$ cat src/rtl/stack_op_decoder.sv
module stack_op_decoder #(
  parameter int DW = 32,
  parameter int MASK_W = 64,
  parameter logic [31:0] VEC_BASE = 32'h0,
  parameter int VEC_SHIFT = 5
) (
  input  logic              clk,
  input  logic              rst_n,
  input  logic              op_valid,
  input  logic [7:0]        opcode,
  input  logic [DW-1:0]     tos,
  input  logic [DW-1:0]     pc,
  input  logic [MASK_W-1:0] emu_mask,
  output logic              dec_valid,
  output logic [3:0]        dec_class,
  output logic [4:0]        dec_slot,
  output logic [6:0]        dec_slot_off,
  output logic [DW-1:0]     dec_imm,
  output logic [DW-1:0]     dec_vector,
  output logic [DW-1:0]     dec_ret_pc,
  output logic              irq_hold,
  output logic              cfg_we,
  output logic [MASK_W-1:0] cfg_mask
);

  localparam logic [3:0] C_NONE = 4'd0, C_IMM = 4'd1, C_EXT = 4'd2, C_ADD = 4'd3,
                         C_ST = 4'd4, C_LD = 4'd5, C_EMU = 4'd6, C_BRK = 4'd7,
                         C_ILL = 4'd8, C_CFG = 4'd9, C_NAT = 4'd10;
  localparam logic [7:0] OP_CFG = 8'd58;

  function automatic logic [MASK_W-1:0] reduced_mask();
    logic [MASK_W-1:0] m;
    m = '1;
    foreach (m[i])
      if (i == 36 || i == 38 || i == 41 || i == 46 || i == 49 ||
          i == 51 || i == 52 || i == 56 || i == 61 || i == 63)
        m[i] = 1'b0;
    return m;
  endfunction

  localparam logic [MASK_W-1:0] MIN_MASK = reduced_mask();

  logic in_run;

  wire is_imm   = opcode[7];
  wire is_add   = opcode[7:4] == 4'b0001;
  wire is_st    = opcode[7:5] == 3'b010;
  wire is_ld    = opcode[7:5] == 3'b011;
  wire emu_rng  = opcode[7:5] == 3'b001;
  wire emu_hit  = emu_rng && opcode != OP_CFG && emu_mask[opcode[5:0]];
  wire is_nat   = (opcode inside {8'd2, [8'd4:8'd13]}) || (emu_rng && opcode >= 8'd34);

  logic [3:0] n_class;
  always_comb begin
    if (is_imm)                 n_class = in_run ? C_EXT : C_IMM;
    else if (is_add)            n_class = C_ADD;
    else if (is_st)             n_class = C_ST;
    else if (is_ld)             n_class = C_LD;
    else if (opcode == 8'd0)    n_class = C_BRK;
    else if (opcode == OP_CFG)  n_class = C_CFG;
    else if (emu_hit)           n_class = C_EMU;
    else if (is_nat)            n_class = C_NAT;
    else                        n_class = C_ILL;
  end

  wire [DW-1:0] imm_new = {{(DW-7){opcode[6]}}, opcode[6:0]};
  wire [DW-1:0] imm_ext = {tos[DW-8:0], opcode[6:0]};
  wire [4:0]    n_slot  = is_add ? {1'b0, opcode[3:0]} : (opcode[4:0] ^ 5'h10);
  wire [DW-1:0] n_vec   = VEC_BASE[DW-1:0] + ({{(DW-5){1'b0}}, opcode[4:0]} << VEC_SHIFT);
  wire          cfg_sel = (tos == '0) || (tos == {{(DW-1){1'b0}}, 1'b1});

  always_ff @(posedge clk) begin
    if (!rst_n) begin
      in_run     <= 1'b0;
      dec_valid  <= 1'b0;
      dec_class  <= C_NONE;
      dec_slot   <= '0;
      dec_imm    <= '0;
      dec_vector <= '0;
      dec_ret_pc <= '0;
      cfg_we     <= 1'b0;
      cfg_mask   <= '0;
    end else begin
      if (op_valid) in_run <= is_imm;
      dec_valid  <= op_valid;
      dec_class  <= op_valid ? n_class : C_NONE;
      dec_slot   <= (op_valid && (n_class == C_ADD || n_class == C_ST || n_class == C_LD)) ? n_slot : '0;
      dec_imm    <= (op_valid && n_class == C_IMM) ? imm_new :
                    (op_valid && n_class == C_EXT) ? imm_ext : '0;
      dec_vector <= (op_valid && n_class == C_EMU) ? n_vec : '0;
      dec_ret_pc <= (op_valid && n_class == C_EMU) ? pc + 1'b1 : '0;
      cfg_we     <= op_valid && n_class == C_CFG && cfg_sel;
      cfg_mask   <= (op_valid && n_class == C_CFG && tos == '0) ? MIN_MASK : '0;
    end
  end

  assign dec_slot_off = {dec_slot, 2'b00};
  assign irq_hold     = in_run;

  a_r4_hold_on_imm: assert property (@(posedge clk) disable iff (!rst_n)
    dec_valid && (dec_class == C_IMM || dec_class == C_EXT) |-> irq_hold);
  a_r4_free_after_other: assert property (@(posedge clk) disable iff (!rst_n)
    dec_valid && dec_class != C_IMM && dec_class != C_EXT |-> !irq_hold);
  a_r4_idle_keeps_run: assert property (@(posedge clk) disable iff (!rst_n)
    !op_valid |=> $stable(irq_hold));
  a_r3_ext_needs_run: assert property (@(posedge clk) disable iff (!rst_n)
    op_valid && opcode[7] && irq_hold |=> dec_class == C_EXT);
  a_r12_idle_output: assert property (@(posedge clk) disable iff (!rst_n)
    !dec_valid |-> dec_class == C_NONE && !cfg_we);
  a_r7_vector_stride: assert property (@(posedge clk) disable iff (!rst_n)
    dec_class == C_EMU |-> dec_vector[VEC_SHIFT-1:0] == VEC_BASE[VEC_SHIFT-1:0]);
  a_r10_we_only_cfg: assert property (@(posedge clk) disable iff (!rst_n)
    cfg_we |-> dec_class == C_CFG);

endmodule

$ cat config.mk
export PLATFORM = sky130hd
export DESIGN_NAME = stack_op_decoder
export DESIGN_NICKNAME = d
export VERILOG_FILES = /design/src/rtl/stack_op_decoder.sv
export SDC_FILE = /design/constraint.sdc
export NUM_CORES = 1
export LEC_CHECK = 0
export BUFFER_PORTS_ARGS = -buffer_cell sky130_fd_sc_hd__buf_2
export CORE_AREA = 2 2 125 127
export CTS_CLUSTER_DIAMETER = 200
export DETAILED_ROUTE_END_ITERATION = 10
export DIE_AREA = 0 0 127 129
export GPL_TIMING_DRIVEN = 0
export PLACE_DENSITY = 0.69
export SYNTH_ARGS = -nofsm -noshare
export SYNTH_HDL_FRONTEND = slang
export SYNTH_SLANG_ARGS = --single-unit
$ cat constraint.sdc
create_clock -name clk -period 5.15 [get_ports clk]
set_clock_uncertainty 0.15 [all_clocks]
set_input_delay 0.2575 -clock clk [delete_from_list [all_inputs] [get_ports clk]]
set_output_delay 0.2575 -clock clk [all_outputs]
set_load 0.005 [all_outputs]
# Word level (Yosys, flattened, before mapping)
# Index checks and enable logic that the tools add are counted.
# totals
ff_bits	172
inputBits	139
out_inout_bits	179
word_cells	70
# classes
add_sub_neg	1
n_lt_le_gt_ge	4
n_eq_ne	15
n_mux	14
bitwise	3
n_reduce_logical	22
# op_table
cell	n
32-bit 2-to-1 mux	2
63-bit 2-to-1 mux	1
32-bit by 1-bit adder with 32-bit output, second input constant	1
32-bit by 1-bit == test with 1-bit output, second input constant	1
32-bit logical NOT	1
4-bit 2-to-1 mux	7
4-bit by 3-bit == test with 1-bit output, second input constant	3
1-bit logical AND	11
4-bit by 1-bit == test with 1-bit output, second input constant	2
4-bit by 2-bit == test with 1-bit output, second input constant	2
8-bit by 2-bit == test with 1-bit output, second input constant	1
8-bit by 6-bit == test with 1-bit output, second input constant	1
8-bit by 3-bit greater-or-equal comparator with 1-bit output, second input constant	1
8-bit by 6-bit greater-or-equal comparator with 1-bit output, second input constant	1
8-bit by 4-bit <= comparator with 1-bit output, second input constant	1
8-bit logical NOT	1
8-bit by 6-bit != test with 1-bit output, second input constant	1
6-bit by 7-bit < comparator with 1-bit output, second input constant	1
1-bit binary-select mux with 6-bit select	1
3-bit by 2-bit == test with 1-bit output, second input constant	2
2-bit AND reduction	3
4-bit == test, second input constant	1
1-bit logical OR	4
2-bit 2-to-1 mux	2
other kinds (5)	7

# Longest topological paths before layout
# Gate-level depths: netlist of run 1.
# depth
depth_word	18
depth_mapped	8
mapped_depth_nobuf	6

# Worst setup path before layout of run 1
# Ideal clock, no wire load.
# synth_path
path_type	input to register
start	input port opcode[0]
end	register dec_class[1]
t_arrival_ps	1656
required_ps	4875
setup_slack_ps	3218
cell_stages	8
path_buffers	3
path_cell_list	buf_2 mux4_2 a32oi_1 a31oi_1 nand3_1 buf_4 buf_6 o31ai_1
# synth_via
elab_chain_cells	12
# synth_rtl
item	line_no	rtl
from (decl)	10	input logic [7:0] opcode,
8-bit by 3-bit greater-or-equal comparator with 1-bit output / 8-bit by 4-bit <= comparator with 1-bit output (equally long branches)	51	wire is_nat = (opcode inside {8'd2, [8'd4:8'd13]}) || (emu_rng && opcode >= 8'd34);
1-bit logical AND	51	
2-bit nonzero test	51	
1-bit logical OR	51	
2-bit 2-to-1 mux	62	else if (is_nat) n_class = C_NAT;
4-bit 2-to-1 mux	61	else if (emu_hit) n_class = C_EMU;
4-bit 2-to-1 mux	60	else if (opcode == OP_CFG) n_class = C_CFG;
4-bit 2-to-1 mux (*)	59	else if (opcode == 8'd0) n_class = C_BRK;
4-bit 2-to-1 mux (*)	58	else if (is_ld) n_class = C_LD;
4-bit 2-to-1 mux (*)	57	else if (is_st) n_class = C_ST;
4-bit 2-to-1 mux (*)	56	else if (is_add) n_class = C_ADD;
4-bit 2-to-1 mux (*)	55	if (is_imm) n_class = in_run ? C_EXT : C_IMM;
to (signal assigned)	86	dec_class <= op_valid ? n_class : C_NONE;
to (decl)	15	output logic [3:0] dec_class,
# Mark *: on every way between the ends. The rest lies on a longest branch, timed or not. The select of a mux whose other input is x is not followed.
# A chain may end at the register's enable or synchronous reset.

# Worst setup path after layout of run 1
# layout_path
start	input port pc[0]
end	register dec_ret_pc[28]
# layout_via
elab_chain_cells	1
# layout_rtl
item	line_no	rtl
from (decl)	12	input logic [DW-1:0] pc,
32-bit by 1-bit adder with 32-bit output	91	dec_ret_pc <= (op_valid && n_class == C_EMU) ? pc + 1'b1 : '0;
to (signal assigned)	91	
to (decl)	20	output logic [DW-1:0] dec_ret_pc,
# No other way between the ends.

==> key figures, run 1 <==
Synthesis
  – Ys Warns: 0
  – Post-synthesis mux area share: 4.44%
  – Synth Area per Inst: 9.26 um^2
  – Main synth FF type: dfxtp_1
  – Post-Syn Area: about 4300 um^2
  – Largest family of logic cells by synthesized area: buffers and inverters
  – XOR/XNOR share of the synthesized area: 5.11%
  – Synth Area in Compound Gates: 13.9%
  – Synth cell types: 48
  – Register area share after synthesis: 38.3%
  – Ys async rst share: 0%
  – Simple logic cell fraction of the synthesized area: 17.2%
  – Number of synthesized flops with an enable pin: 0
  – Adder-Cell Fraction of Synth Area: less than 1%
  – Post-Synthesis Cells: 463
  – Post-synthesis register bit count: 82

Min path
  – Hold Path Class: in2reg

Setup path
  – CP endpoint: dec_ret_pc[28]
  – Critical path launch point type: primary input
  – Worst path bufs/invs: 2
  – Setup crit end kind: register
  – Cell chain of the critical path: dlygate4sd3_1, buf_2, ha_1, nand2_1, nor4_4, nand4_4, or3_1, a21oi_1
  – Crit path largest cell delay: 520 ps
  – Worst R2R Path Depth: 4
  – Reg-to-Reg Start: irq_hold
  – Worst Path Required: 5260 ps
  – Reg-to-reg endpoint: dec_imm[10]
  – CP Launch Point: pc[0]
  – Worst-path maximum fanout: 9
  – WP depth: 8
  – Critical path class: in2reg
  – R2R Setup Slk: 3510 ps
  – CP top delay family: simple AND/OR/NAND/NOR gates
  – Critical-path top delay cell: dlygate4sd3_1
  – Worst path arrival time: ~2600 ps

Clocking
  – CTS tree: done
  – Cts hold-fix bufs: 2
  – CTS Buf Count: 9
  – Clk slew on worst S/H paths: roughly 70 ps
  – Post-CTS setup buffer count: 0
  – H-tree depth: 3
  – Root buffer cell: clkbuf_16
  – CTS Buffer Depth: 2
  – Clock sink count: 82
  – Post_cts resized: 0
  – Later-pin clock latency in the skew report: 320 ps

Placed design
  – Post-DP Area: slightly below 6000 um^2
  – Placed cells: 933
  – Final GP Congestion: 0.830
  – Placed wire-length estimate: 10.6 mm
  – Port Buf Inserts: 244
  – Dpl ws: 2690 ps

Power
  – Peak VDD IR: 0.000135 V
  – Pleak: 3.22 nW
  – PD cells: 243 nW/um^2
  – Final Total Pwr: 1.51 mW

Global routing
  – Vias in the first global route: around 3,600
  – Pin count of the biggest net entering global routing: 55
  – GR Overflow Total: 0
  – First-pass GRT wire length: approximately 19 mm
  – Initial antenna violation count: 2
  – Overall Global Routing Usage: 14.8%

STA
  – Setup TNS: 0 ps
  – Setup violators final: 0
  – Final hold slack: ~28 ps
  – Fin crit period: around 2500 ps
  – Worst slew pin tran: 858 ps
  – Max Slew Vio Count: 0
  – RSZ-0062 raised after global routing: no
  – Slew HR: 42.8%
  – Final Cycle Share: 47.8%
  – Max Freq: 0.406 GHz
  – Post-route setup slack: 2690 ps
  – Final Hold Viols: 0

Finish
  – Final Core Density: about two fifths
  – Most common cell after layout, fill and taps aside: buf_2
  – Cell Count, Final, Fillers Out: about 950
  – Area Overhead vs Synth: 44.9%
  – Share of layout cells above drive strength 1: 50.9%
  – Finished Cell Area: 6210 um^2
  – Most frequent cells in the layout: buf_2, buf_4, dfxtp_1
  – Fillers: 1,501
  – Final nets: 898

Floorplan
  – Die span in x: 127 um
  – Die area: 16,400 um^2
  – Die Ht: 129 um
  – # rows: 45
  – Core Region: 15,000 um^2
  – I/O pin count: 318
  – Initial core utilization: 28.6%

Routing
  – DR pass1 iterations: 4
  – Antenna-violating nets left: 0
  – WL final: 13.0 mm
  – Residual DRC: 0
  – Avg WL per Cell: 13.7 um
  – Total number of vias: roughly 4,100
  – DR iter-0 viols: 186
  – Drt via density: ~4.3

Run
  – Total of max-cap violations: 0

Outcome
  – Outcome: completed
-- cells in the mapped netlist (8+ instances only) --
cell type / instances / area (um^2)
a21boi_0: 23 / 173
buf_2: 9 / 45.0
buf_4: 99 / 743
clkbuf_1: 14 / 52.6
dfxtp_1: 82 / 1640
inv_1: 9 / 33.8
nand2_1: 14 / 52.6
nand3_1: 19 / 95.1
nand4_1: 8 / 50.1
nor2_1: 44 / 165
nor3_1: 10 / 50.1
nor4_1: 14 / 87.6
o2111ai_1: 25 / 219
xnor2_1: 8 / 70.1
xor2_1: 17 / 149
-- worst min path at each step --
| stage | start | endpoint | slack, ps | cells after the start |
|---|---|---|---|---|
| 2_1_floorplan | tos[0] | cfg_mask[60] | 180 | 1 |
| 3_3_place_gp | tos[0] | cfg_mask[60] | 300 | 2 |
| 3_5_place_dp | tos[0] | cfg_mask[60] | 290 | 2 |
| 4_1_cts | pc[15] | dec_ret_pc[15] | 20 | 3 |
| 5_1_grt | pc[30] | dec_ret_pc[30] | 40 | 3 |
| 6_report | pc[15] | dec_ret_pc[15] | 30 | 3 |
-- power by group --
group | switching, mW | internal, mW | total (mW)
clock | 0.268 | 0.383 | 0.651
sequential | 0.00380 | 0.647 | 0.651
combinational | 0.109 | 0.0969 | 0.206
-- final cells by class --
class,count,area [um^2],share of cell area (%)
diodes,1,2.50,0.0403
plain buffers,123,852,13.7
clock buffers,10,229,3.69
clock inverters,6,73.8,1.19
inverters,10,37.5,0.604
multi-input cells,286,1900,30.6
flip-flops and latches,82,1640,26.4
well taps,188,235,3.79
repair buffers,246,1240,20.0
-- logic make-up after synthesis --
| logic type | count (synthesis) |
|---|---|
| simple gates | 134 |
| buf+inv | 133 |
| flops | 82 |
| compound gates | 77 |
| xor+xnor | 25 |
| mux | 10 |
| fa+ha+maj | 1 |
| other cells | 1 |
-- worst min-delay path, cell delays in order --
cell and delay [ps]:
buf_2 90, xor2_1 60, nor2_1 70
-- registers in the layout, indices dropped and copies added, names as in the netlist --
| register | cells |
|---|---|
| dec_ret_pc | 32 |
| dec_valid | 1 |
| dec_class | 4 |
| cfg_mask | 1 |
| dec_vector | 5 |
| irq_hold | 1 |
| dec_imm | 32 |
| dec_slot | 5 |
| cfg_we | 1 |
-- routing by layer --
layer | up-vias | track usage, % | share of wire, %
met4 | 2 | 5.56 | 2.7
met2 | 186 | 25.5 | 48
met5 | - | 0 | 0.085
met1 | 1827 | 18.2 | 42
li1 | 2097 | - | -
met3 | 24 | 3.08 | 6.9
(Power assumes the default switching activity.)
==> run 2, diff against run 1 <==
==> config.mk (replaced) <==
export PLATFORM = sky130hd
export DESIGN_NAME = stack_op_decoder
export DESIGN_NICKNAME = d
export VERILOG_FILES = /design/src/rtl/stack_op_decoder.sv
export SDC_FILE = /design/constraint.sdc
export NUM_CORES = 1
export LEC_CHECK = 0
export ABC_AREA = 1
export BUFFER_PORTS_ARGS = -buffer_cell sky130_fd_sc_hd__buf_2
export CORE_ASPECT_RATIO = 0.5
export CORE_MARGIN = 2
export CORE_UTILIZATION = 43
export CTS_CLUSTER_DIAMETER = 200
export DETAILED_ROUTE_END_ITERATION = 10
export GPL_TIMING_DRIVEN = 0
export PLACE_DENSITY = 0.9
export SYNTH_ARGS = -nofsm -noshare
export SYNTH_HDL_FRONTEND = slang
export SYNTH_SLANG_ARGS = --single-unit
==> constraint.sdc (replaced) <==
create_clock -name clk -period 2.4 [get_ports clk]
set_clock_uncertainty 0.15 [all_clocks]
set_input_delay 0.12 -clock clk [delete_from_list [all_inputs] [get_ports clk]]
set_output_delay 0.12 -clock clk [all_outputs]
set_load 0.005 [all_outputs]
==> run 2 against run 1 <==
Against the previous run: die area down 25%; synthesized cell count up 51%; largest power group unchanged; register-to-register slack worse by 3000 ps; critical path type unchanged; highest routed layer is now met4; hold slack better by 28 ps; largest cell class unchanged.
==> key figures, run 2 <==
STA
  – Slew HR: 45.6% (+2.8 points)
  – Max Slew Vio Count: 0 (unchanged)
  – Max Freq: 0.430 GHz
  – Final Cycle Share: approximately 97%
  – Post-route setup slack: 73.6 ps (-2620 ps)
  – Setup TNS: 0 ps (unchanged)
  – Fin crit period: 2330 ps
  – Final hold slack: 55.5 ps (+27.8 ps)
  – Setup violators final: 0 (unchanged)
  – Final Hold Viols: 0 (unchanged)
  – Worst slew pin tran: 816 ps (-42.6 ps)
  – RSZ-0062 raised after global routing: yes

Finish
  – Cell Count, Final, Fillers Out: 1,239 (+30%)
  – Sequential cell area: 1640 um^2 (unchanged)
  – Most common cell after layout, fill and taps aside: buf_2
  – Share of layout cells above drive strength 1: 42.5% (-8.4 points)
  – Area Overhead vs Synth: 54.1%
  – Final nets: 1,228 (+37%)
  – Fillers: 846 (-44%)
  – Biggest regs: dec_imm: 32 flops, dec_ret_pc: 32 flops
  – Finished Cell Area: 7530 um^2 (+21%)
  – Most frequent cells in the layout: buf_2, nand2_1, buf_4
  – Multi-input gate area: 2210 um^2 (+16%)

Setup path
  – Reg-to-Reg Start: irq_hold
  – Critical path launch point type: primary input
  – Worst-path maximum fanout: 7 (-2)
  – CP Launch Point: opcode[4]
  – CP top delay family: buffers and inverters
  – Worst Path Required: 2490 ps (-2770 ps)
  – Critical path class: in2reg
  – R2R Setup Slk: 530 ps (-2980 ps)
  – Critical-path top delay cell: dlygate4sd3_1
  – Setup crit end kind: register
  – Worst path bufs/invs: 6 (+4)
  – Worst path arrival time: 2410 ps (-160 ps)
  – Cell chain of the critical path: dlygate4sd3_1, buf_2, inv_1, nor3_1, nand3_1, a21oi_2, nor3_2, inv_2, nor3_4, buf_4, buf_6, nand2_2, a21oi_1
  – Reg-to-reg endpoint: dec_imm[16]
  – Crit path largest cell delay: 540 ps (+20 ps)
  – Worst R2R Path Depth: 8 (+4)

Floorplan
  – Die area: 12,300 um^2 (-25%)
  – Die Ht: 79.4 um (-38%)
  – Die span in x: 155 um (+22%)
  – # rows: 27 (-40%)
  – Initial core utilization: 44.3% (+16 points)
  – Core Region: 11,000 um^2 (-26%)
  – I/O pin count: 318 (unchanged)

Clocking
  – Clock sink count: 82 (unchanged)
  – Root buffer cell: clkbuf_16
  – Later-pin clock latency in the skew report: 340 ps (+20 ps)
  – CTS Buf Count: 9 (unchanged)
  – Clk slew on worst S/H paths: 70 ps (about the same)
  – CTS Buffer Depth: 2 (unchanged)
  – H-tree depth: 3 (unchanged)
  – CTS tree: done

Routing
  – Avg WL per Cell: 14.1 um (+3.1%)
  – DR pass1 iterations: 6 (+2)
  – Total number of vias: 5,906 (+43%)
  – DR iter-0 viols: 465 (+150%)
  – Residual DRC: 0 (unchanged)
  – Antenna-violating nets left: 0 (unchanged)
  – WL final: 17.4 mm (+34%)
  – Drt via density: 4.77 (+9.7%)

Global routing
  – First-pass GRT wire length: 26.4 mm (+39%)
  – Overall Global Routing Usage: 27.0% (+12 points)
  – Initial antenna violation count: 1 (-1)
  – Pin count of the biggest net entering global routing: 55 (unchanged)
  – Vias in the first global route: 5,675 (+56%)
  – GR Overflow Total: 0 (unchanged)

Synthesis
  – Top cells by count, synth: nand2_1, buf_4, dfxtp_1, inv_1, nor2_1
  – Register area share after synthesis: 33.6% (-4.7 points)
  – Ys Warns: 0 (unchanged)
  – Post-Synthesis Cells: 700 (+51%)
  – Synth top area cells: dfxtp_1, buf_4, nand2_1
  – Yosys top cell area share: 33.6% (-4.7 points)
  – Ys async rst share: 0% (unchanged)
  – Post-synthesis register bit count: 82 (unchanged)
  – Synth cell types: 35 (-27%)
  – Synth Area per Inst: 6.98 um^2 (-25%)
  – Number of synthesized flops with an enable pin: 0 (unchanged)
  – Post-Syn Area: 4890 um^2 (+14%)
  – Most common cell in the netlist: nand2_1
  – Main synth FF type: dfxtp_1
  – Largest area contributor in the netlist: dfxtp_1

Placed design
  – Placed cells: 1,159 (+24%)
  – Post-DP Area: 6590 um^2 (+12%)
  – Dpl ws: 324 ps (-2370 ps)
  – Port Buf Inserts: 276 (+13%)
  – Placed wire-length estimate: 11.8 mm (+12%)
  – Final GP Congestion: 0.922 (+11%)

Power
  – PD cells: 450 nW/um^2 (+85%)
  – Peak VDD IR: 0.000406 V (+200%)
  – Pleak: 4.43 nW (+38%)

Outcome
  – Outcome: completed

Min path
  – Worst hold path depth: 4 (+1)
  – Hold Crit Endpoint: dec_ret_pc[20]
  – Hold wc startpoint: pc[20]
  – Hold Path Class: in2reg

Run
  – Total of max-cap violations: 0 (unchanged)
==> run 2: logic make-up (layout without fill, tap and decap cells) <==
family                     count (synthesis)  count (layout)  synth area share, %
AOI/OAI and AO/OA                         51              51                 6.14
xor gates and xnor gates                  13              13                 2.33
adders and majority gates                  1               1                0.256
buffers and inverters                    198             553                 24.9
DFF                                       82              82                 33.6
other                                      1              40               0.0767
and+or+nand+nor                          354             354                 32.8
==> run 2: worst max path at each step <==
| stage | slack [ps] | to | cells after the start |
|---|---|---|---|
| after detailed placement | 320 | dec_ret_pc[28] | 15 |
| final | 70 | dec_imm[16] | 13 |
| after floorplan | 720 | cfg_mask[10] | 1 |
| after global routing | -60 | dec_ret_pc[28] | 16 |
| after global placement | 390 | dec_ret_pc[28] | 15 |
| after CTS | 20 | cfg_mask[1] | 2 |
==> run 2: layout make-up <==
type	instances	area share, %
multi-input combinational	458	29.3
clock buffer	10	3.17
clock inverter	6	0.631
antenna	1	0.0332
inverter	81	4.10
buffer	117	12.0
sequential	82	21.8
timing repair buffer	339	26.5
tap	145	2.41
==> run 2: layer usage <==
metal / vias to the layer above / GRT usage, % / part of all wire, %
li1: 2814 / - / -
met1: 2608 / 28.2 / 36
met3: 103 / 5.59 / 8.3
met5: - / 0 / 0
met4: 0 / 16.4 / 5.9
met2: 381 / 50.8 / 50
==> run 2: timing repair <==
item,4_1_cts,5_1_grt
resized for setup,0,8
buffers inserted,0,4
setup endpoints to repair,0,32
hold endpoints to repair,61,0
hold buffers,58,0
==> run 2: worst reg2reg max path, delay by kind of cell (launching register included) <==
| family | cells | cell delay [ps] |
|---|---|---|
| AND/OR/NAND/NOR | 4 | 590 |
| buffers and inverters | 3 | 410 |
| flip-flops | 1 | 400 |
| AO/OA/AOI/OAI | 1 | 230 |
==> run 2: power breakdown <==
part	total, mW	switching (mW)	internal, mW
combinational	0.666	0.349	0.317
sequential	1.40	0.0112	1.39
clock	1.32	0.580	0.740
total	3.39	0.941	2.45
==> run 2: per-stage QoR <==
stage	util (%)	power, mW
finish	68.2	3.39
global route	68.2	3.52
CTS	67.5	3.36
detailed placement	59.7	1.98
global placement	59.7	1.97
floorplan	-	1.74
